[config.mk]
export PLATFORM = sky130hd
export DESIGN_NAME = cmp_timer
export DESIGN_NICKNAME = d
export VERILOG_FILES = /design/src/rtl/tmr_pkg.sv /design/src/rtl/tmr_regfile.sv /design/src/rtl/tmr_prescaler.sv /design/src/rtl/tmr_counter.sv /design/src/rtl/tmr_channel.sv /design/src/rtl/cmp_timer.sv
export SDC_FILE = /design/constraint.sdc
export NUM_CORES = 1
export LEC_CHECK = 0
export ABC_AREA = 1
export BUFFER_PORTS_ARGS = -buffer_cell sky130_fd_sc_hd__buf_2
export CAP_MARGIN = 0
export CORE_ASPECT_RATIO = 0.9
export CORE_MARGIN = 2
export CORE_UTILIZATION = 60
export DETAILED_ROUTE_END_ITERATION = 12
export PLACE_DENSITY = 0.81
export SETUP_SLACK_MARGIN = 0.05
export SLEW_MARGIN = 20
export SYNTH_ARGS = -nofsm -noshare
export SYNTH_HDL_FRONTEND = slang
export SYNTH_SLANG_ARGS = --single-unit
[constraint.sdc]
create_clock -name clk -period 2.4 [get_ports clk]
set_input_delay 0.24 -clock clk [delete_from_list [all_inputs] [get_ports clk]]
set_output_delay 0.24 -clock clk [all_outputs]
set_load 0.05 [all_outputs]
[src/rtl/tmr_pkg.sv]
package tmr_pkg;

    localparam int OFS_CTRL  = 'h10;
    localparam int OFS_COUNT = 'h14;
    localparam int OFS_LIMIT = 'h18;
    localparam int OFS_STAT  = 'h1C;
    localparam int OFS_CHCTL = 'h20;
    localparam int OFS_CVAL  = 'h24;

    // prescaler shift field width and the derived divider counter width
    localparam int PS_W  = 3;
    localparam int DIV_W = (1 << PS_W) - 1;

    localparam logic [3:0] MODE_SWCMP = 4'h4;

    typedef enum logic [1:0] {
        CH_IDLE  = 2'd0,
        CH_ARMED = 2'd1,
        CH_HIT   = 2'd2
    } ch_state_t;

endpackage

[src/rtl/tmr_regfile.sv]
module tmr_regfile
    import tmr_pkg::*;
#(
    parameter int ADDR_W = 8,
    parameter int DATA_W = 32
) (
    input  logic              clk,
    input  logic              rst_n,
    input  logic [ADDR_W-1:0] bus_addr,
    input  logic              bus_wr,
    input  logic              bus_rd,
    input  logic [DATA_W-1:0] bus_wdata,
    output logic [DATA_W-1:0] bus_rdata,
    input  logic [DATA_W-1:0] cnt_val,
    input  logic              flag,
    output logic              ctrl_en,
    output logic [PS_W-1:0]   ctrl_ps,
    output logic              ch_ie,
    output logic [3:0]        ch_mode,
    output logic [DATA_W-1:0] limit_val,
    output logic [DATA_W-1:0] cval_val,
    output logic              cnt_clr,
    output logic              flag_clr
);

    logic hit_ctrl, hit_count, hit_limit, hit_stat, hit_chctl, hit_cval;

    always_comb begin
        hit_ctrl  = bus_wr && (bus_addr == ADDR_W'(OFS_CTRL));
        hit_count = bus_wr && (bus_addr == ADDR_W'(OFS_COUNT));
        hit_limit = bus_wr && (bus_addr == ADDR_W'(OFS_LIMIT));
        hit_stat  = bus_wr && (bus_addr == ADDR_W'(OFS_STAT));
        hit_chctl = bus_wr && (bus_addr == ADDR_W'(OFS_CHCTL));
        hit_cval  = bus_wr && (bus_addr == ADDR_W'(OFS_CVAL));
    end

    assign cnt_clr  = hit_count;
    assign flag_clr = hit_stat && bus_wdata[0];

    always_ff @(posedge clk or negedge rst_n) begin
        if (!rst_n) begin
            ctrl_en   <= 1'b0;
            ctrl_ps   <= '0;
            ch_ie     <= 1'b0;
            ch_mode   <= '0;
            limit_val <= '1;
            cval_val  <= '0;
        end else begin
            if (hit_ctrl) begin
                ctrl_en <= bus_wdata[3];
                ctrl_ps <= bus_wdata[PS_W-1:0];
            end
            if (hit_chctl) begin
                ch_ie   <= bus_wdata[6];
                ch_mode <= bus_wdata[5:2];
            end
            if (hit_limit) limit_val <= bus_wdata;
            if (hit_cval)  cval_val  <= bus_wdata;
        end
    end

    always_comb begin
        bus_rdata = '0;
        if (bus_rd) begin
            if      (bus_addr == ADDR_W'(OFS_CTRL))  bus_rdata = DATA_W'({ctrl_en, ctrl_ps});
            else if (bus_addr == ADDR_W'(OFS_COUNT)) bus_rdata = cnt_val;
            else if (bus_addr == ADDR_W'(OFS_LIMIT)) bus_rdata = limit_val;
            else if (bus_addr == ADDR_W'(OFS_STAT))  bus_rdata = DATA_W'(flag);
            else if (bus_addr == ADDR_W'(OFS_CHCTL)) bus_rdata = DATA_W'({ch_ie, ch_mode, 2'b00});
            else if (bus_addr == ADDR_W'(OFS_CVAL))  bus_rdata = cval_val;
        end
    end

endmodule

[src/rtl/tmr_prescaler.sv]
module tmr_prescaler
    import tmr_pkg::*;
(
    input  logic            clk,
    input  logic            rst_n,
    input  logic            en,
    input  logic [PS_W-1:0] ps,
    input  logic            restart,
    output logic            tick
);

    logic [DIV_W-1:0] div_q;
    logic [DIV_W-1:0] div_lim;

    // limit is 2^ps - 1: all ones shifted down
    assign div_lim = {DIV_W{1'b1}} >> (DIV_W - int'(ps));
    assign tick    = en && !restart && (div_q >= div_lim);

    always_ff @(posedge clk or negedge rst_n) begin
        if (!rst_n) begin
            div_q <= '0;
        end else if (restart || !en || tick) begin
            div_q <= '0;
        end else begin
            div_q <= div_q + 1'b1;
        end
    end

endmodule

[src/rtl/tmr_counter.sv]
module tmr_counter #(
    parameter int CNT_W = 32
) (
    input  logic             clk,
    input  logic             rst_n,
    input  logic             tick,
    input  logic             clr,
    input  logic [CNT_W-1:0] limit_val,
    input  logic [CNT_W-1:0] cval_val,
    output logic [CNT_W-1:0] cnt_q,
    output logic             match
);

    logic [CNT_W-1:0] cnt_nx;

    assign cnt_nx = (cnt_q == limit_val) ? '0 : cnt_q + 1'b1;
    assign match  = tick && !clr && (cnt_nx == cval_val);

    always_ff @(posedge clk or negedge rst_n) begin
        if (!rst_n) begin
            cnt_q <= '0;
        end else if (clr) begin
            cnt_q <= '0;
        end else if (tick) begin
            cnt_q <= cnt_nx;
        end
    end

endmodule

[src/rtl/tmr_channel.sv]
module tmr_channel
    import tmr_pkg::*;
(
    input  logic       clk,
    input  logic       rst_n,
    input  logic       match,
    input  logic [3:0] mode,
    input  logic       ie,
    input  logic       flag_clr,
    output logic       flag,
    output logic       irq
);

    ch_state_t state_q, state_d;
    logic      cmp_on, fire;

    assign cmp_on = (mode == MODE_SWCMP);
    assign fire   = cmp_on && match;

    always_ff @(posedge clk or negedge rst_n) begin
        if (!rst_n) state_q <= CH_IDLE;
        else        state_q <= state_d;
    end

    always_comb begin
        state_d = state_q;
        unique case (state_q)
            CH_IDLE: begin
                if (fire)        state_d = CH_HIT;
                else if (cmp_on) state_d = CH_ARMED;
            end
            CH_ARMED: begin
                if (fire)         state_d = CH_HIT;
                else if (!cmp_on) state_d = CH_IDLE;
            end
            CH_HIT: begin
                if (flag_clr && !fire) state_d = cmp_on ? CH_ARMED : CH_IDLE;
            end
            default: state_d = CH_IDLE;
        endcase
    end

    always_comb begin
        flag = (state_q == CH_HIT);
        irq  = flag && ie;
    end

endmodule

[src/rtl/cmp_timer.sv]
module cmp_timer
    import tmr_pkg::*;
#(
    parameter int ADDR_W = 8,
    parameter int CNT_W  = 32
) (
    input  logic              clk,
    input  logic              rst_n,
    input  logic [ADDR_W-1:0] bus_addr,
    input  logic              bus_wr,
    input  logic              bus_rd,
    input  logic [CNT_W-1:0]  bus_wdata,
    output logic [CNT_W-1:0]  bus_rdata,
    output logic              irq
);

    logic             ctrl_en, ch_ie, cnt_clr, flag_clr, tick, match, flag;
    logic [PS_W-1:0]  ctrl_ps;
    logic [3:0]       ch_mode;
    logic [CNT_W-1:0] limit_val, cval_val, cnt_q;

    tmr_regfile #(.ADDR_W(ADDR_W), .DATA_W(CNT_W)) u_regs (
        .clk(clk), .rst_n(rst_n),
        .bus_addr(bus_addr), .bus_wr(bus_wr), .bus_rd(bus_rd),
        .bus_wdata(bus_wdata), .bus_rdata(bus_rdata),
        .cnt_val(cnt_q), .flag(flag),
        .ctrl_en(ctrl_en), .ctrl_ps(ctrl_ps),
        .ch_ie(ch_ie), .ch_mode(ch_mode),
        .limit_val(limit_val), .cval_val(cval_val),
        .cnt_clr(cnt_clr), .flag_clr(flag_clr)
    );

    tmr_prescaler u_pre (
        .clk(clk), .rst_n(rst_n), .en(ctrl_en), .ps(ctrl_ps),
        .restart(cnt_clr), .tick(tick)
    );

    tmr_counter #(.CNT_W(CNT_W)) u_cnt (
        .clk(clk), .rst_n(rst_n), .tick(tick), .clr(cnt_clr),
        .limit_val(limit_val), .cval_val(cval_val),
        .cnt_q(cnt_q), .match(match)
    );

    tmr_channel u_ch (
        .clk(clk), .rst_n(rst_n), .match(match), .mode(ch_mode),
        .ie(ch_ie), .flag_clr(flag_clr), .flag(flag), .irq(irq)
    );

endmodule

# == Yosys cells after proc, flatten, opt, wreduce, memory -nomap -nowiden ==
# Cells that the tools add are included.
# classes
reduce_logical,22
shifts,1
eq_ne,14
addsub,3
order_cmp,1
n_mux,18
# op_table
op,n
32-bit two-way mux,10
32-bit equality test,2
"32-bit by 1-bit adder with 32-bit output, second input constant",1
"8-bit by 5-bit equality test with 1-bit output, second input constant",4
"7-bit by 32-bit >> shifter with 7-bit output, first input constant",1
"8-bit by 6-bit equality test with 1-bit output, second input constant",2
1-bit logical AND,14
2-bit two-way mux,5
"7-bit by 1-bit adder with 7-bit output, second input constant",1
7-bit >= comparator,1
7-bit two-way mux,1
2-bit one-hot mux with 3 select lines,1
"4-bit by 3-bit equality test with 1-bit output, second input constant",1
"3-bit by 3-bit subtractor with 4-bit output, first input constant",1
1-bit zero test,3
"3-bit by 1-bit inequality test with 1-bit output, second input constant",1
"3-bit inequality test, second input constant",1
3-bit AND reduction,1
"2-bit by 1-bit equality test with 1-bit output, second input constant",1
"2-bit equality test, second input constant",1
2-bit zero test,1
1-bit logical OR,2
"2-bit by 1-bit inequality test with 1-bit output, second input constant",1
2-bit nonzero test,1
1-bit two-way mux,1
# totals
output_inout_bits,33
reg_bits,114
input_bits,44
word_cells,68

# == Depth between registers and ports, before layout ==
# logic_depth
depth_word,12
ltp_mapped,22
mapped_depth_nobuf,22

# == Cells and area by module ==
# From an unflattened synthesis, not the netlist that was laid out.
# unflattened
cells_unflattened,1122
area_unflattened_um2,7763.7
# modules_own_cells
module,n_inst,cells_per_inst,seq_area_each_um2,area_each_um2
tmr_regfile,1,498,1866.8,3792.4
tmr_counter,1,529,800.8,3284.4
tmr_prescaler,1,74,175.2,551.8
tmr_channel,1,21,50.0,135.1

# == Least setup slack after synthesis ==
# No wires, ideal clock.
# synth_path
path_kind,in2out
from,input port bus_addr[7]
to,output port bus_rdata[2]
arrival_ns,2.522
path_stages,7
t_required_ns,2.160
path_slack_ns,-0.362
path_buffers,0
path_cell_list,or2_1 nor2_1 nand2_1 inv_1 a32o_1 a21oi_1 a221oi_1
# synth_via
elab_chain_cells,8
elab_cells_between_ends,13
cone_classes,6 x eq/ne; 7 x mux
# synth_lines
item,line,rtl
"start, declared",cmp_timer.sv:9,"input logic [ADDR_W-1:0] bus_addr,"
8-bit by 6-bit equality test with 1-bit output,tmr_regfile.sv:70,else if (bus_addr == ADDR_W'(OFS_CVAL)) bus_rdata = cval_val;
32-bit two-way mux,tmr_regfile.sv:70,
32-bit two-way mux,tmr_regfile.sv:69,"else if (bus_addr == ADDR_W'(OFS_CHCTL)) bus_rdata = DATA_W'({ch_ie, ch_mode, 2'b00});"
32-bit two-way mux,tmr_regfile.sv:68,else if (bus_addr == ADDR_W'(OFS_STAT)) bus_rdata = DATA_W'(flag);
32-bit two-way mux,tmr_regfile.sv:67,else if (bus_addr == ADDR_W'(OFS_LIMIT)) bus_rdata = limit_val;
32-bit two-way mux,tmr_regfile.sv:66,else if (bus_addr == ADDR_W'(OFS_COUNT)) bus_rdata = cnt_val;
32-bit two-way mux (*),tmr_regfile.sv:65,"if (bus_addr == ADDR_W'(OFS_CTRL)) bus_rdata = DATA_W'({ctrl_en, ctrl_ps});"
32-bit two-way mux (*),tmr_regfile.sv:64,if (bus_rd) begin
"end, declared",cmp_timer.sv:13,"output logic [CNT_W-1:0] bus_rdata,"
# Mark *: on every way between the ends. The rest lies on a longest branch, timed or not.

# == Worst setup path in the final report ==
# layout_path
from,register u_cnt.cnt_q[13]
to,register u_ch.state_q[0]
# layout_via
elab_chain_cells,9
elab_cells_between_ends,15
cone_classes,1 x add/sub; 5 x eq/ne; 4 x mux; 5 x reduce/logical
# layout_lines
item,line,rtl
"start, declared",tmr_counter.sv:10,"output logic [CNT_W-1:0] cnt_q,"
"start signal, assigned",tmr_counter.sv:25,cnt_q <= cnt_nx;
32-bit by 1-bit adder with 32-bit output or 32-bit equality test (tied branches),tmr_counter.sv:16,assign cnt_nx = (cnt_q == limit_val) ? '0 : cnt_q + 1'b1;
32-bit two-way mux (*),tmr_counter.sv:16,
32-bit equality test (*),tmr_counter.sv:17,assign match = tick && !clr && (cnt_nx == cval_val);
1-bit logical AND (*),tmr_counter.sv:17,
1-bit logical AND (*),tmr_channel.sv:18,assign fire = cmp_on && match;
1-bit zero test,tmr_channel.sv:37,if (flag_clr && !fire) state_d = cmp_on ? CH_ARMED : CH_IDLE;
1-bit logical AND,tmr_channel.sv:37,
2-bit by 1-bit inequality test with 1-bit output (no source line),n/a,
3-bit AND reduction (no source line),n/a,
"end signal, assigned",tmr_channel.sv:22,else state_q <= state_d;
"end, declared",tmr_channel.sv:14,"ch_state_t state_q, state_d;"
# Marked as above.
# A chain may end at the register's enable or synchronous reset.

==> results.sh <==
export IMPL_p_int_mw=5.38
export IMPL_synth_main_ff_cell="dfrtp_1"
export IMPL_row_count=38
export IMPL_clkTransAtPathRegs_ns=0.06
export IMPL_nets=1301
export IMPL_cts_htree_levels=4
export IMPL_rsz0062_at_grt="yes"
export IMPL_clkPwrFrac_pct=29.5
export IMPL_grt_pass1_vias=7876
export IMPL_period_share_pct=107
export IMPL_relSlewSlack_pct=59.6
export IMPL_synthDistinctLibCells=40
export IMPL_ys_warnings_count=0
export IMPL_cp_end_kind="flip-flop"
export IMPL_final_common_cell="nand2_1"
export IMPL_critPathBufInv=1
export IMPL_grt_pass1_wl_um=39500
export IMPL_port_buffers=76
export IMPL_synth_seq_area_share_pct=39.1
export IMPL_cp_required_ns=2.72
export IMPL_ys_async_sr_fraction_pct=100
export IMPL_crit_path_start_kind="flip-flop"
export IMPL_fin_tns_setup_ns=-0.295
export IMPL_numCtsBuffers=17
export IMPL_drt_pass1_iter_count=6
export IMPL_vdd_ir_drop_worst_mv=0.666
export IMPL_maxCapViolCount=0
export IMPL_gp_congestion=1.04
export IMPL_worst_r2r_setup_slack_ns=-0.18
export IMPL_combPwrFrac_pct=40.2
export IMPL_hold_class="in2reg"
export IMPL_areaGrowthSynthToFinish_pct=33.2
export IMPL_clk_path_buf_depth=2
export IMPL_worstMarginPinSlew_ns=0.606
export IMPL_via_count=8209
export IMPL_synth_edf_count=0
export IMPL_hpwl_um=17100
export IMPL_clock_latency_ns=0.43
export IMPL_drt_iter0_markers=932
export IMPL_postSynthAreaPerCell_sq_um=6.97
export IMPL_die_w_um=121
export IMPL_gr_usage_met2_pct=61.7
export IMPL_cts_sinks=114
export IMPL_antenna_found_initial=0
export IMPL_grt_overflow=0
export IMPL_cp_max_fo=3
export IMPL_die_h_um=109
export IMPL_ios=77
export IMPL_setup_slack_ns=-0.180
export IMPL_fmax_ghz=0.388
export IMPL_fin_crit_ns=2.58
export IMPL_antenna_left=0
export IMPL_power_leakage_nw=4.94
export IMPL_nFillCells=793
export IMPL_insertedDiodeCount=0
export IMPL_worstPathCellList="buf_4, nand2_1, nor3_4, nand2_1, nor2_2, nand2_1, nand2_2, nand2_1, nand2_1, nand2_1, nor2_1, nand2_1, nor2_1, nand2_1, nor2_2, nand2_1, nand2_1, nand2_2, nand2_1, nand2_1"
export IMPL_synth_nets=1116
export IMPL_grt_max_degree=65
export IMPL_root_buffer="clkbuf_16"
export IMPL_critical_path_slowest_cell="dfrtp_1"
export IMPL_routed_wl_um=24900
export IMPL_max_stage_delay_ns=0.40
export IMPL_cts_tree="built"
export IMPL_hold_viol=0
export IMPL_finalMaxSlewViolations=0
export IMPL_pwr_share_seq_pct=30.4
export IMPL_die_area_sq_um=13300
export IMPL_gr_usage_all_layers_pct=38.8
export IMPL_synth_cell_area_sq_um=7410
export IMPL_layout_common_cells="311 x nand2_1, 152 x inv_1, 117 x buf_4, 96 x o21ai_0, 75 x dfrtp_1"
export IMPL_synth_seq_cells=114
export IMPL_pwr_density_cell_nw_per_um2=890
export IMPL_top_usage_layer="met2"
export IMPL_detail_route_wl_per_cell_um=17.5
export IMPL_violations="setup timing"
export IMPL_cp_top_family="simple AND/OR/NAND/NOR gates"
export IMPL_switching_share_pct=38.7
export IMPL_netSwitchingPower_mw=3.40
export IMPL_setup_violations=2
export IMPL_arrival_ns=2.90
export IMPL_avgViaCountPerCell=5.78
export IMPL_core_area_sq_um=12000
export IMPL_outcome="finished, violations left"
export IMPL_grtUsageMet1_pct=50.6
export IMPL_start_util_pct=61.6
export IMPL_critPathMostFrequentCell="nand2_1"
export IMPL_setup_worst_path_class="reg2reg"
export IMPL_use_met3_pct=8.45
export IMPL_drc=0
export IMPL_syn_inst=1063
export IMPL_drive_gt1_share_pct=28.6
export IMPL_holdWs_ns=0.0382
export IMPL_skew_ns=0.00814
-- power by group through the flow --
stage | Combinational, mW | Clock (mW) | Sequential (mW)
6_report | 3.53 | 2.59 | 2.66
5_1_grt | 3.82 | 2.67 | 2.70
4_1_cts | 3.18 | 2.59 | 2.62
3_5_place_dp | 3.06 | 0 | 2.63
3_3_place_gp | 3.02 | 0 | 2.63
2_1_floorplan | 1.91 | 0 | 2.57
-- layout make-up --
type                    count  area, sq um  area share (%)
repair buffers            206         1530            15.5
well taps                 160          200            2.03
clock buffers              18          429            4.35
clock inverters            14          166            1.69
flip-flops and latches    114         2900            29.4
inverters                 168          631            6.39
multi-input cells         741         4000            40.6
-- what timing repair did --
| action | 4_1_cts | 5_1_grt |
|---|---|---|
| gates cloned | 2 | 0 |
| pin swaps | 22 | 33 |
| hold endpoints to repair | 20 | 0 |
| hold buffers | 1 | 0 |
| setup endpoints to repair | 19 | 60 |
| setup buffers | 4 | 6 |
| resized for setup | 22 | 59 |
-- cell usage after synthesis, drive strengths merged, types with 14 or more instances --
cell type / n / share of area [%]
clkbuf: 24 / 1.2
a21oi: 21 / 1.4
nor2: 87 / 4.8
dfrtp: 82 / 28
o221ai: 14 / 1.7
buf: 16 / 1.3
xnor2: 23 / 2.7
o21ai: 99 / 6.7
o22ai: 32 / 2.7
nor3: 15 / 1.5
dfstp: 32 / 11
nand2: 330 / 17
xor2: 28 / 3.3
nand3: 50 / 3.4
inv: 166 / 8.4
-- cell families after synthesis --
| family | after synthesis | share of synthesized area (%) |
|---|---|---|
| AND/OR/NAND/NOR | 495 | 27.7 |
| buffers and inverters | 208 | 11.0 |
| adder cells (fa/ha/maj) | 9 | 1.52 |
| XOR/XNOR | 51 | 6.03 |
| AO/OA/AOI/OAI | 186 | 14.7 |
| flip-flops | 114 | 39.1 |
-- flip-flops by register name, summed over array words and instances, names as in the netlist --
name              count
u_regs.ctrl_ps        3
u_ch.state_q          2
u_pre.div_q           7
u_cnt.cnt_q          32
u_regs.ctrl_en        1
u_regs.cval_val      32
u_regs.limit_val     32
u_regs.ch_mode        4
u_regs.ch_ie          1
-- stage by stage --
| step | instances | area, sq um | total power, mW | util [%] | setup WS [ns] |
|---|---|---|---|---|---|
| global route | 1421 | 9870 | 9.20 | 82.0 | -0.355 |
| global placement | 1376 | 8810 | 5.65 | 73.2 | -0.173 |
| CTS | 1415 | 9600 | 8.39 | 79.8 | -0.102 |
| finish | 1421 | 9870 | 8.78 | 82.0 | -0.180 |
| detailed placement | 1376 | 8810 | 5.70 | 73.2 | -0.184 |
| floorplan | 1063 | 7430 | 4.49 | - | 0.0940 |
-- path summary, 6_finish.rpt --
kind,start,end,cells past startpoint
setup / recovery,u_cnt.cnt_q[13],u_ch.state_q[0],20
hold / removal,bus_wdata[17],u_regs.limit_val[17],3
setup reg to reg,u_cnt.cnt_q[13],u_ch.state_q[0],20
min in group asynchronous,rst_n,u_regs.ch_mode[2],2
hold reg to reg,u_regs.ch_mode[2],u_regs.ch_mode[2],2
max in group asynchronous,rst_n,u_regs.limit_val[25],3
-- worst min-delay path: cells and delay by family --
family / cells / cell delay (ns)
buffers and inverters: 2 / 0.14
AOI/OAI and AO/OA: 1 / 0.07
-- layer usage --
metal,share of wire [%],vias up
li1,-,3767
met1,41,3829
met2,45,491
met3,9.0,122
met4,5.0,0
met5,0,-
Power figures use the tool's default switching activity.
